--- src/rtl/stopclk_pkg.sv ---
package stopclk_pkg;

    typedef enum logic [2:0] {
        PS_RUN   = 3'd0,
        PS_ACK   = 3'd1,
        PS_DRAIN = 3'd2,
        PS_GRANT = 3'd3,
        PS_SNOOP = 3'd4,
        PS_WAKE  = 3'd5
    } pstate_e;

endpackage

--- src/rtl/stopclk_tsc.sv ---
module stopclk_tsc #(
    parameter int TSC_W = 16
) (
    input  logic             clk,
    input  logic             rst,
    output logic [TSC_W-1:0] count
);
    // Runs on the ungated clock, so it advances in every power state.
    always_ff @(posedge clk) begin
        if (rst) count <= '0;
        else     count <= count + TSC_W'(1);
    end
endmodule

--- src/rtl/stopclk_exit_timer.sv ---
module stopclk_exit_timer #(
    parameter int CNT_W = 4
) (
    input  logic             clk,
    input  logic             rst,
    input  logic             start,
    input  logic             hold,
    output logic [CNT_W-1:0] count
);
    // Loaded on the release edge, advanced through WAKE, cleared otherwise.
    always_ff @(posedge clk) begin
        if (rst)        count <= '0;
        else if (start) count <= CNT_W'(1);
        else if (hold)  count <= count + CNT_W'(1);
        else            count <= '0;
    end
endmodule

--- src/rtl/stopclk_fsm.sv ---
module stopclk_fsm
    import stopclk_pkg::*;
#(
    parameter int WAKE_CYC = 4,
    parameter int CNT_W    = 4
) (
    input  logic             clk,
    input  logic             rst,
    input  logic             stop_req_n,
    input  logic             bus_ready,
    input  logic             wbuf_empty,
    input  logic             wbuf_mask,
    input  logic             inq_start,
    input  logic             inq_done,
    input  logic             insn_retired,
    input  logic             flush_req,
    input  logic [CNT_W-1:0] wake_cnt,
    output pstate_e          state,
    output logic             guard,
    output logic             release_evt,
    output logic             wake_hold,
    output logic             spc_req,
    output logic             core_clk_en,
    output logic             flush_go
);
    localparam logic [CNT_W-1:0] WAKE_LAST = CNT_W'(WAKE_CYC);

    pstate_e nxt;
    logic    wake_done;

    assign wake_done   = (state == PS_WAKE) && (wake_cnt == WAKE_LAST);
    assign wake_hold   = (state == PS_WAKE) && !wake_done;
    assign release_evt = (state == PS_GRANT) && !inq_start && stop_req_n;

    // State register
    always_ff @(posedge clk) begin
        if (rst) state <= PS_RUN;
        else     state <= nxt;
    end

    // One-instruction guard: armed by a request seen during WAKE,
    // cleared by a retirement seen in RUN.
    always_ff @(posedge clk) begin
        if (rst)
            guard <= 1'b0;
        else if (state == PS_WAKE && !stop_req_n)
            guard <= 1'b1;
        else if (state == PS_RUN && insn_retired)
            guard <= 1'b0;
    end

    // Next state
    always_comb begin
        nxt = state;
        unique case (state)
            PS_RUN:   if (!stop_req_n && !guard)     nxt = PS_ACK;
            PS_ACK:   if (bus_ready)                 nxt = PS_DRAIN;
            PS_DRAIN: if (wbuf_empty || wbuf_mask)   nxt = PS_GRANT;
            PS_GRANT: begin
                if (inq_start)       nxt = PS_SNOOP;
                else if (stop_req_n) nxt = PS_WAKE;
            end
            PS_SNOOP: if (inq_done)                  nxt = PS_GRANT;
            PS_WAKE:  if (wake_done)                 nxt = PS_RUN;
            default:                                 nxt = PS_RUN;
        endcase
    end

    // Outputs
    always_comb begin
        spc_req     = 1'b0;
        core_clk_en = 1'b1;
        unique case (state)
            PS_ACK:   spc_req     = 1'b1;
            PS_GRANT: core_clk_en = 1'b0;
            PS_SNOOP: core_clk_en = 1'b0;
            default: begin
                spc_req     = 1'b0;
                core_clk_en = 1'b1;
            end
        endcase
        flush_go = flush_req && core_clk_en;
    end
endmodule

--- src/rtl/stopclk_ctrl.sv ---
module stopclk_ctrl
    import stopclk_pkg::*;
#(
    parameter int TSC_W      = 16,
    parameter int WAKE_CYC   = 4,
    parameter int EXIT_LIMIT = 9
) (
    input  logic             clk,
    input  logic             rst,
    input  logic             stop_req_n,
    input  logic             bus_ready,
    input  logic             wbuf_empty,
    input  logic             wbuf_mask,
    input  logic             inq_start,
    input  logic             inq_done,
    input  logic             insn_retired,
    input  logic             flush_req,
    output logic             spc_req,
    output logic             core_clk_en,
    output logic             flush_go,
    output logic [TSC_W-1:0] tsc
);
    localparam int CNT_W = $clog2(EXIT_LIMIT + 1);

    pstate_e          state;
    logic             guard;
    logic             release_evt;
    logic             wake_hold;
    logic [CNT_W-1:0] wake_cnt;

    stopclk_fsm #(
        .WAKE_CYC (WAKE_CYC),
        .CNT_W    (CNT_W)
    ) u_fsm (
        .clk          (clk),
        .rst          (rst),
        .stop_req_n   (stop_req_n),
        .bus_ready    (bus_ready),
        .wbuf_empty   (wbuf_empty),
        .wbuf_mask    (wbuf_mask),
        .inq_start    (inq_start),
        .inq_done     (inq_done),
        .insn_retired (insn_retired),
        .flush_req    (flush_req),
        .wake_cnt     (wake_cnt),
        .state        (state),
        .guard        (guard),
        .release_evt  (release_evt),
        .wake_hold    (wake_hold),
        .spc_req      (spc_req),
        .core_clk_en  (core_clk_en),
        .flush_go     (flush_go)
    );

    stopclk_exit_timer #(
        .CNT_W (CNT_W)
    ) u_exit (
        .clk   (clk),
        .rst   (rst),
        .start (release_evt),
        .hold  (wake_hold),
        .count (wake_cnt)
    );

    stopclk_tsc #(
        .TSC_W (TSC_W)
    ) u_tsc (
        .clk   (clk),
        .rst   (rst),
        .count (tsc)
    );
endmodule

--- config.mk ---
export PLATFORM = sky130hd
export DESIGN_NAME = stopclk_ctrl
export DESIGN_NICKNAME = d
export VERILOG_FILES = /design/src/rtl/stopclk_pkg.sv /design/src/rtl/stopclk_tsc.sv /design/src/rtl/stopclk_exit_timer.sv /design/src/rtl/stopclk_fsm.sv /design/src/rtl/stopclk_ctrl.sv
export SDC_FILE = /design/constraint.sdc
export NUM_CORES = 1
export LEC_CHECK = 0
export BUFFER_PORTS_ARGS = -buffer_cell sky130_fd_sc_hd__buf_2
export CAP_MARGIN = 20
export CORE_UTILIZATION = 45
export CTS_CLUSTER_SIZE = 28
export DETAILED_ROUTE_END_ITERATION = 12
export GPL_ROUTABILITY_DRIVEN = 0
export PLACE_DENSITY = 0.79
export RECOVER_POWER = 25
export SETUP_SLACK_MARGIN = 0.15
export SLEW_MARGIN = 25
export SYNTH_ARGS = -nofsm -noshare
export SYNTH_HDL_FRONTEND = slang
export SYNTH_HIERARCHICAL = 1
export SYNTH_SLANG_ARGS = --single-unit
--- constraint.sdc ---
create_clock -name clk -period 2.1 [get_ports clk]
set_clock_uncertainty 0.15 [all_clocks]
set_input_delay 0.21 -clock clk [delete_from_list [all_inputs] [get_ports clk]]
set_output_delay 0.21 -clock clk [all_outputs]
set_load 0.005 [all_outputs]
==> impl_metrics.py, run 1 <==
metrics = {
    "die": {
        "die_h_um": 55.6,
        "rows": 19,
        "die-area_um2": 3090,
        "start_util": 0.473,
        "core_area_um2": 2730,
        "ios": 29,
        "die_w_um": 55.6,
    },
    "setup_path": {
        "rrSetupSlack_ps": 320,
        "end_kind": "primary output",
        "critical_path.max_stage_delay_ps": 600,
        "path_cells": "nor2_1 -> a21oi_1 -> and2_1 -> buf_2",
        "endpoint": "flush_go",
        "path_depth": 4,
        "timing.rr.end": "u_tsc/count[14]",
        "cp-startpoint": "u_fsm/state[2]",
        "crit_family": "flip-flops",
        "path_class": "reg2out",
        "reg2reg_from": "u_tsc/count[0]",
        "cp_slowest_cell": "dfxtp_1",
        "worstSetupStartpointType": "register",
        "worstPathArrival_ps": 1470,
        "cp_max_fo": 14,
        "worst_ep_required_time_ps": 1740,
        "rr_worst_depth": 4,
        "cp_num_buf_inv": 1,
    },
    "detailed_routing": {
        "viasPerCell": 5.81,
        "first_pass_iters": 5,
        "antenna_left": 0,
        "top_layer": "met4",
        "drt_iter0_drc": 39,
        "drt-met1-wl_um": 1230,
        "met2_length_um": 1350,
        "drc": 0,
        "drt-total-wl_um": 2740,
        "num_vias": 1174,
        "met3_wirelength_um": 117,
        "wire_per_inst_um": 13.6,
    },
    "layout": {
        "final_util": 0.541,
        "diodes": 0,
        "final_common_cell": "buf_2",
        "mostFrequentLayoutCells": "25 x buf_2, 23 x dfxtp_1, 16 x nor2_1",
        "area_growth_pct": 14.2,
        "fin_area_um2": 1480,
        "drive_above_1_share": 0.228,
        "nFillCells": 247,
        "final_cells": 202,
        "nNetsFinal": 184,
    },
    "clock_tree": {
        "cts_tree": "built",
        "post_cts_resized": 0,
        "root_buffer": "clkbuf_4",
        "cts.path.max_buffers": 2,
        "cts.htree.levels": 1,
        "cts.sinks": 24,
        "numCtsBuffers": 3,
        "clkLatencyLatePin_ps": 310,
        "cts_setup_buffers": 0,
        "clk_pin_slew_worst_paths_ps": 140,
        "holdBufCountCts": 0,
    },
    "timing": {
        "layout_min_cycle_time_ps": 1830,
        "fin_crit_sh": 0.870,
        "fmax_ghz": 0.548,
        "worst_slew_pin_slew_ps": 542,
        "relSlewSlack": 0.639,
        "timing.setup.tns_ps": 0,
        "finalSetupViolCount": 0,
        "rsz0062_at_grt": "false",
        "maxSlewViolCount": 0,
        "hold_viol_final": 0,
    },
    "pwr": {
        "pwr_density_cell_nw_per_um2": 752,
        "power_w": 0.00111,
        "p_leak_nw": 0.599,
        "peakVddDrop_v": 0.000556,
    },
    "logic_synthesis": {
        "avgSynthCellArea_um2": 8.92,
        "seq_area_frac_synth": 0.371,
        "synthFlopType": "dfxtp_1",
        "ys_async_sr_fraction": 0,
        "yosysWarnings": 6,
        "syn-num-nets": 157,
        "synth.cell_area_um2": 1290,
        "synth-edff-count": 0,
        "synthDistinctLibCells": 39,
        "synth_seq_cells": 24,
        "netlist_instances": 145,
    },
    "place": {
        "dp_hpwl_um": 1940,
        "place_area_um2": 1430,
        "port_buffers": 28,
        "dp.cells": 198,
    },
    "hold_path": {
        "holdPathStages": 4,
        "hp-class": "in2reg",
    },
    "grt": {
        "grt_max_degree": 32,
        "grt_pass1_vias": 1097,
        "track_usage": 0.182,
        "overflow": 0,
        "antenna_found_initial": 0,
        "grt_pass1_wl_um": 4630,
    },
    "run": {
        "cap_violations": 0,
    },
    "outcome": {
        "status": "completed",
    },
}
where the power goes:
part | internal (W) | leakage (nW) | switching (W)
logic | 0.000120 | 0.376 | 0.000116
registers | 0.000481 | 0.195 | 0.0000578
clock network | 0.000193 | 0.0279 | 0.000143
total | 0.000794 | 0.599 | 0.000317
state kept, by name, summed over array words and instances, names as in the netlist:
register	count
u_tsc/count	16
u_fsm/state	3
u_fsm/guard	1
u_exit/count	4
Yosys cell counts (3+ instances only):
cell type	count	area share
a21oi_1	13	0.050
buf_6	3	0.026
clkbuf_1	3	0.0087
dfxtp_1	24	0.37
inv_1	6	0.017
mux2_1	3	0.026
nand2_1	7	0.020
nand3_1	9	0.035
nor2_1	16	0.046
nor2b_1	6	0.029
nor3_1	4	0.015
nor4b_1	3	0.020
o21ai_0	3	0.012
o31ai_1	5	0.029
or3_1	3	0.015
or4_1	4	0.023
final cells by class:
type,count,area (um^2),share of cell area
clock inverters,1,30.0,0.0203
inverters,6,22.5,0.0152
flip-flops and latches,24,482,0.326
multi-input cells,109,746,0.505
repair buffers,28,136,0.0923
well taps,31,38.8,0.0262
clock buffers,3,22.5,0.0152
cell families after synthesis:
| kind of cell | after synthesis | synth area share |
|---|---|---|
| and+or+nand+nor | 69 | 0.339 |
| xor gates and xnor gates | 4 | 0.0271 |
| AOI/OAI and AO/OA | 28 | 0.139 |
| buffers and inverters | 12 | 0.0522 |
| muxes | 6 | 0.0513 |
| adders and majority gates | 2 | 0.0193 |
| DFF | 24 | 0.371 |
worst reg2reg max path: cells and delay by family (launching register included):
family / cells / cell delay [ps]
and+or+nand+nor: 2 / 510
DFF: 1 / 430
muxes: 1 / 340
adders and majority gates: 1 / 250
layer usage:
layer,global-route usage,up-vias
li1,-,585
met1,0.226,551
met2,0.313,32
met3,0.0233,6
met4,0.0786,0
met5,0,-
through the flow:
step                      setup WS [ps]  hold WS, ps
after floorplan                     426          129
after CTS                           231         57.4
after global routing                164         73.3
after detailed placement            337          338
after global placement              389          316
final                               274         86.2
worst min-delay path by stage:
stage | start | endpoint | slack (ps)
after floorplan | rst | u_exit/count[0] | 130
after global placement | u_tsc/count[0] | u_tsc/count[0] | 320
after detailed placement | u_tsc/count[0] | u_tsc/count[0] | 340
after CTS | insn_retired | u_fsm/guard | 60
after global routing | inq_done | u_fsm/state[1] | 70
final | insn_retired | u_fsm/guard | 90
Power figures use the tool's default switching activity.
==> inputs of run 2 (changes only) <==
CTS_BUF_LIST = sky130_fd_sc_hd__clkbuf_16   (was unset)
clock period = 1.8 ns   (was 2.1 ns; I/O delays follow)
==> run 2 against run 1 <==
  * Clock power grew 39%
  * Sequential share of layout area shrank 2.4 points
  * First-iteration DRC count fell by 49%
  * Sequential power grew 17%
  * Flip-flop and latch count is the same
  * Routed wire length rose by 8.8%
  * Count of clock-buffer cells in the layout did not move
  * Global-route usage rose by 1.6 points
  * Critical path depth unchanged
  * Largest cell class unchanged
  * Setup slack got worse by 130 ps
  * Non-clock buffer count rose by 7
==> impl_metrics.py, run 2 (synthesis gave the netlist of run 1 again) <==
metrics = {
    "outcome": {
        "status": "completed",
    },
    "die": {
        "die_w_um": 55.6,
        "core_area_um2": 2730,
        "rows": 19,
        "start_util": 0.473,
        "die-area_um2": 3090,
        "die_h_um": 55.6,
        "ios": 29,
    },
    "setup_path": {
        "rr_worst_depth": 4,
        "worstSetupStartpointType": "register",
        "end_kind": "register",
        "cp_max_fo": 6,
        "endpoint": "u_tsc/count[14]",
        "reg2reg_from": "u_tsc/count[1]",
        "rrSetupSlack_ps": 140,
        "cp-startpoint": "u_tsc/count[1]",
        "worst_ep_required_time_ps": 1790,
        "path_class": "reg2reg",
        "timing.rr.end": "u_tsc/count[14]",
        "worstPathArrival_ps": 1640,
    },
    "grt": {
        "overflow": 0,
        "antenna_found_initial": 0,
        "grt_pass1_wl_um": 4870,
        "grt_pass1_vias": 1169,
        "grt_max_degree": 32,
        "track_usage": 0.197,
    },
    "timing": {
        "rsz0062_at_grt": "true",
        "layout_min_cycle_time_ps": 1660,
        "hold_viol_final": 0,
        "worst_slew_pin_slew_ps": 542,
        "fmax_ghz": 0.604,
        "relSlewSlack": 0.639,
        "maxSlewViolCount": 0,
        "fin_crit_sh": 0.920,
        "finalSetupViolCount": 0,
        "timing.setup.tns_ps": 0,
    },
    "detailed_routing": {
        "wire_per_inst_um": 14.3,
        "viasPerCell": 5.85,
        "num_vias": 1222,
        "first_pass_iters": 4,
        "drt_iter0_drc": 20,
        "antenna_left": 0,
        "drt-total-wl_um": 2980,
        "drc": 0,
    },
    "layout": {
        "drive_above_1_share": 0.337,
        "largest_reg_flops": 16,
        "final_common_cell": "buf_2",
        "area_growth_pct": 26.3,
        "reg_top3": "u_tsc/count x16, u_exit/count x4, u_fsm/state x3",
        "mostFrequentLayoutCells": "27 x buf_2, 20 x dfxtp_1, 13 x a21oi_1, 13 x nor2_1, 8 x nand3_1",
        "diodes": 0,
        "max_flop_register": "u_tsc/count",
        "nNetsFinal": 192,
    },
    "pwr": {
        "peakVddDrop_v": 0.000768,
        "p_leak_nw": 0.671,
        "pwr_density_cell_nw_per_um2": 851,
        "power_w": 0.00139,
    },
    "clock_tree": {
        "root_buffer": "clkbuf_16",
        "clkLatencyLatePin_ps": 250,
        "cts.path.max_buffers": 2,
        "cts_tree": "built",
        "clk_pin_slew_worst_paths_ps": 60,
        "cts.sinks": 24,
        "numCtsBuffers": 3,
        "cts.htree.levels": 1,
    },
    "hold_path": {
        "hp-class": "in2reg",
        "holdPathStages": 4,
    },
    "place": {
        "dp_hpwl_um": 1950,
        "port_buffers": 28,
    },
    "run": {
        "cap_violations": 0,
    },
}
## run 2: changes by cell type in the layout (fill, tap and decap cells not counted), moves of 2 or more
cell / change
clkbuf_16: +3
buf_2: +2
nor2_1: -3
nor2_2: +3
clkbuf_1: -2
buf_4: +7
nor4_1: -2
nor4_2: +2
clkbuf_4: -3
dfxtp_1: -3
dfxtp_4: +3
## run 2: what timing repair did
item                                    CTS  global route
endpoints found under the setup margin    8            12
pin swaps                                 0             2
cloned                                    0             1
hold buffers                              0             0
buffers inserted                          0             3
resized for setup                         8            11
## run 2: where the power goes
group / switching, W / internal [W] / leakage (nW)
registers: 0.0000611 / 0.000572 / 0.197
clock network: 0.000173 / 0.000294 / 0.0370
logic: 0.000144 / 0.000147 / 0.438
## run 2: routing by layer
metal / up-vias / routed length (um) / track usage
li1: 604 / - / -
met5: - / 0 / 0
met4: 0 / 28 / 0.0893
met1: 588 / 1280 / 0.220
met3: 3 / 117 / 0.0465
met2: 27 / 1560 / 0.353
## run 2: cell type report
type	instances	area (um^2)
clock buffers	3	75.1
inverters	6	22.5
flip-flops and latches	24	493
repair buffers	35	191
fillers	229	1100
multi-input cells	110	813
well taps	31	38.8
## run 2: critical path, cell delays in order (launching register included)
cell and delay [ps]:
dfxtp_1 440, ha_4 190, nand2_2 120, nor4_4 280
mux2_1 360
## run 2: how the worst min path moves through the flow
stage	start	to	slack (ps)
CTS	insn_retired	u_fsm/guard	110
global route	inq_done	u_fsm/state[1]	140
detailed placement	u_tsc/count[10]	u_tsc/count[10]	360
global placement	u_tsc/count[0]	u_tsc/count[0]	310
finish	insn_retired	u_fsm/guard	120
floorplan	rst	u_exit/count[0]	100
## run 2: through the flow
step | instances | setup WS, ps | hold WS [ps] | cell area, um^2 | util
2_1_floorplan | 145 | 179 | 99.1 | 1300 | -
3_3_place_gp | 202 | 164 | 313 | 1460 | 0.534
3_5_place_dp | 202 | 91.3 | 359 | 1460 | 0.534
4_1_cts | 205 | 139 | 109 | 1560 | 0.571
5_1_grt | 209 | 71.7 | 142 | 1630 | 0.598
6_report | 209 | 144 | 121 | 1630 | 0.598
==> inputs of run 3 (changes only) <==
ABC_AREA = 1   (was unset)
==> run 3 against run 2 <==
  * Core utilization decreased by 3.1 points
  * Die area increased by 1.1%
  * Non-clock buffer count decreased by 7
  * Combinational power about the same
  * Largest cell class unchanged
  * Area after synthesis increased by 1.2%
  * Clock power increased by 2%
  * Power decreased by 1.2%
  * Sequential share of layout area increased by 0.71 points
  * Count of clock-buffer cells in the layout unchanged
  * Critical path depth unchanged
==> impl_metrics.py, run 3 <==
metrics = {
    "logic_synthesis": {
        "netlist_instances": 201,
        "synthDistinctLibCells": 27,
        "syn-num-nets": 213,
        "synth_seq_cells": 24,
        "synthTopCellsByArea": "dfxtp_1 37%, nand2_1 13%, nor2_1 13%, inv_1 8.3%, nand3_1 3.4%",
        "synth.cell_area_um2": 1310,
        "seq_area_frac_synth": 0.367,
        "synthFlopType": "dfxtp_1",
        "yosysWarnings": 6,
        "yosys-top-cells-count": "45 x nand2_1, 44 x nor2_1, 29 x inv_1",
        "yosysTopAreaCellShare": 0.367,
        "yosys.area.top_type": "dfxtp_1",
        "avgSynthCellArea_um2": 6.51,
        "synth.most_common_cell": "nand2_1",
        "synth-edff-count": 0,
        "ys_async_sr_fraction": 0,
    },
    "pwr": {
        "pwr_density_cell_nw_per_um2": 879,
        "swShare": 0.288,
        "power_w": 0.00137,
        "internal_power_w": 0.000978,
        "p_leak_nw": 0.748,
        "pwr-share-comb": 0.210,
        "peakVddDrop_v": 0.000566,
        "seqPwrFrac": 0.444,
        "clockPowerShare": 0.346,
        "p_switching_w": 0.000397,
    },
    "detailed_routing": {
        "wire_per_inst_um": 9.43,
        "drt-total-wl_um": 2480,
        "num_vias": 1251,
        "drc": 0,
        "antenna_left": 0,
        "first_pass_iters": 5,
        "viasPerCell": 4.76,
        "drt_iter0_drc": 62,
    },
    "die": {
        "ios": 29,
        "die_h_um": 55.9,
        "start_util": 0.475,
        "die-area_um2": 3130,
        "rows": 19,
        "die_w_um": 55.9,
        "core_area_um2": 2760,
    },
    "setup_path": {
        "worstSetupStartpointType": "register",
        "cp_slowest_cell": "dfxtp_2",
        "path_depth": 4,
        "rr_worst_depth": 6,
        "reg2reg_from": "u_tsc/count[0]",
        "path_cells": "inv_2 -> nor3_1 -> nor3b_1 -> buf_2",
        "rrSetupSlack_ps": 330,
        "crit_family": "flip-flops",
        "cp_num_buf_inv": 2,
        "endpoint": "flush_go",
        "path_class": "reg2out",
        "end_kind": "primary output",
        "timing.rr.end": "u_tsc/count[14]",
        "cp-startpoint": "u_fsm/state[2]",
        "cp_max_fo": 6,
        "critical_path.max_stage_delay_ps": 400,
        "worst_ep_required_time_ps": 1470,
        "worstPathArrival_ps": 1170,
    },
    "clock_tree": {
        "cts.path.max_buffers": 2,
        "clkLatencyLatePin_ps": 260,
        "root_buffer": "clkbuf_16",
        "cts.htree.levels": 1,
        "cts_setup_buffers": 0,
        "clk_pin_slew_worst_paths_ps": 60,
        "cts.sinks": 24,
        "numCtsBuffers": 3,
        "cts_tree": "built",
    },
    "grt": {
        "antenna_found_initial": 0,
        "track_usage": 0.173,
        "grt_pass1_wl_um": 4360,
        "overflow": 0,
        "grt_pass1_vias": 1063,
        "grt_max_degree": 14,
    },
    "layout": {
        "mostFrequentLayoutCells": "45 x nand2_1, 44 x nor2_1, 29 x inv_1",
        "final_common_cell": "nand2_1",
        "reg_top3": "u_tsc/count x16, u_exit/count x4, u_fsm/state x3",
        "nNetsFinal": 245,
        "max_flop_register": "u_tsc/count",
        "diodes": 0,
        "nFillCells": 269,
        "final_util": 0.567,
        "area_growth_pct": 19.5,
        "largest_reg_flops": 16,
        "drive_above_1_share": 0.224,
    },
    "timing": {
        "timing.setup.tns_ps": 0,
        "hold_viol_final": 0,
        "fin_crit_sh": 0.832,
        "layout_min_cycle_time_ps": 1500,
        "maxSlewViolCount": 0,
        "relSlewSlack": 0.821,
        "worst_slew_pin_slew_ps": 267,
        "fmax_ghz": 0.668,
        "rsz0062_at_grt": "false",
        "finalSetupViolCount": 0,
        "fin_ws_ps": 302,
    },
    "place": {
        "place_ws_ps": 348,
        "port_buffers": 28,
        "dp_hpwl_um": 1890,
    },
    "outcome": {
        "status": "completed",
    },
    "run": {
        "cap_violations": 0,
    },
    "hold_path": {
        "hp-class": "in2reg",
    },
}
-- run 3: cell types whose count changed in the layout (fill, tap and decap cells not counted), sizes merged, moves of 4 or more --
cell / previous run / this run
nand2: 7 / 49
nor2: 16 / 50
inv: 6 / 33
a21oi: 13 / 7
buf: 34 / 28
nor2b: 6 / 0
mux2: 5 / 0
o31ai: 5 / 0
nor4: 4 / 0
or4: 4 / 0
-- run 3: worst reg2reg max path, stage by stage (launching register included) --
cell and delay, ps:
dfxtp_1 430, ha_1 230, nand3_1 130, nor2_1 190, nand4_1 110, nand2_1 70
nor2_1 50
-- run 3: through the flow --
stage               hold WS [ps]  cell area [um^2]  instances
floorplan                   92.4              1310        201
global placement             304              1480        259
detailed placement           306              1480        259
CTS                         67.3              1560        263
global route                 102              1560        263
finish                      69.0              1560        263
-- run 3: how the worst min path moves through the flow --
stage | endpoint | startpoint | depth (start not counted) | slack [ps]
3_3_place_gp | u_fsm/guard | u_fsm/guard | 2 | 300
2_1_floorplan | u_fsm/state[2] | rst | 1 | 90
3_5_place_dp | u_fsm/guard | u_fsm/guard | 2 | 310
4_1_cts | u_fsm/guard | insn_retired | 4 | 70
6_report | u_fsm/guard | insn_retired | 4 | 70
5_1_grt | u_fsm/guard | insn_retired | 4 | 100
-- run 3: cell type report --
type / count / area (um^2) / area share
inverter: 34 / 130 / 0.0832
clock inverter: 1 / 3.75 / 0.00240
multi-input combinational: 142 / 693 / 0.443
tap: 31 / 38.8 / 0.0248
timing repair buffer: 28 / 140 / 0.0896
clock buffer: 3 / 75.1 / 0.0480
sequential: 24 / 483 / 0.309
-- run 3: kinds of logic (layout without fill, tap and decap cells) --
| family | count (synthesis) | after routing | synth area share |
|---|---|---|---|
| buffers and inverters | 35 | 66 | 0.103 |
| DFF | 24 | 24 | 0.367 |
| AOI/OAI and AO/OA | 21 | 21 | 0.101 |
| xor gates and xnor gates | 2 | 2 | 0.0134 |
| and+or+nand+nor | 117 | 117 | 0.396 |
| adders and majority gates | 2 | 2 | 0.0191 |
-- run 3: power groups by stage --
stage,clock (W),sequential (W),combinational (W)
after CTS,0.000490,0.000608,0.000290
after floorplan,0,0.000612,0.000219
after detailed placement,0,0.000620,0.000288
after global placement,0,0.000618,0.000292
after global routing,0.000509,0.000622,0.000328
final,0.000476,0.000611,0.000288
-- run 3: metal layers --
layer,track usage,part of all wire,wire (um),vias to the layer above
met5,0,0,0,-
met4,0.0836,0.016,40,0
met3,0.0209,0.039,97,4
met2,0.267,0.44,1100,32
met1,0.240,0.50,1250,531
li1,-,-,-,684
-- run 3: what timing repair did --
item,in CTS,in global routing
resized for setup,0,2
hold buffers,0,0
setup endpoints to repair,0,3
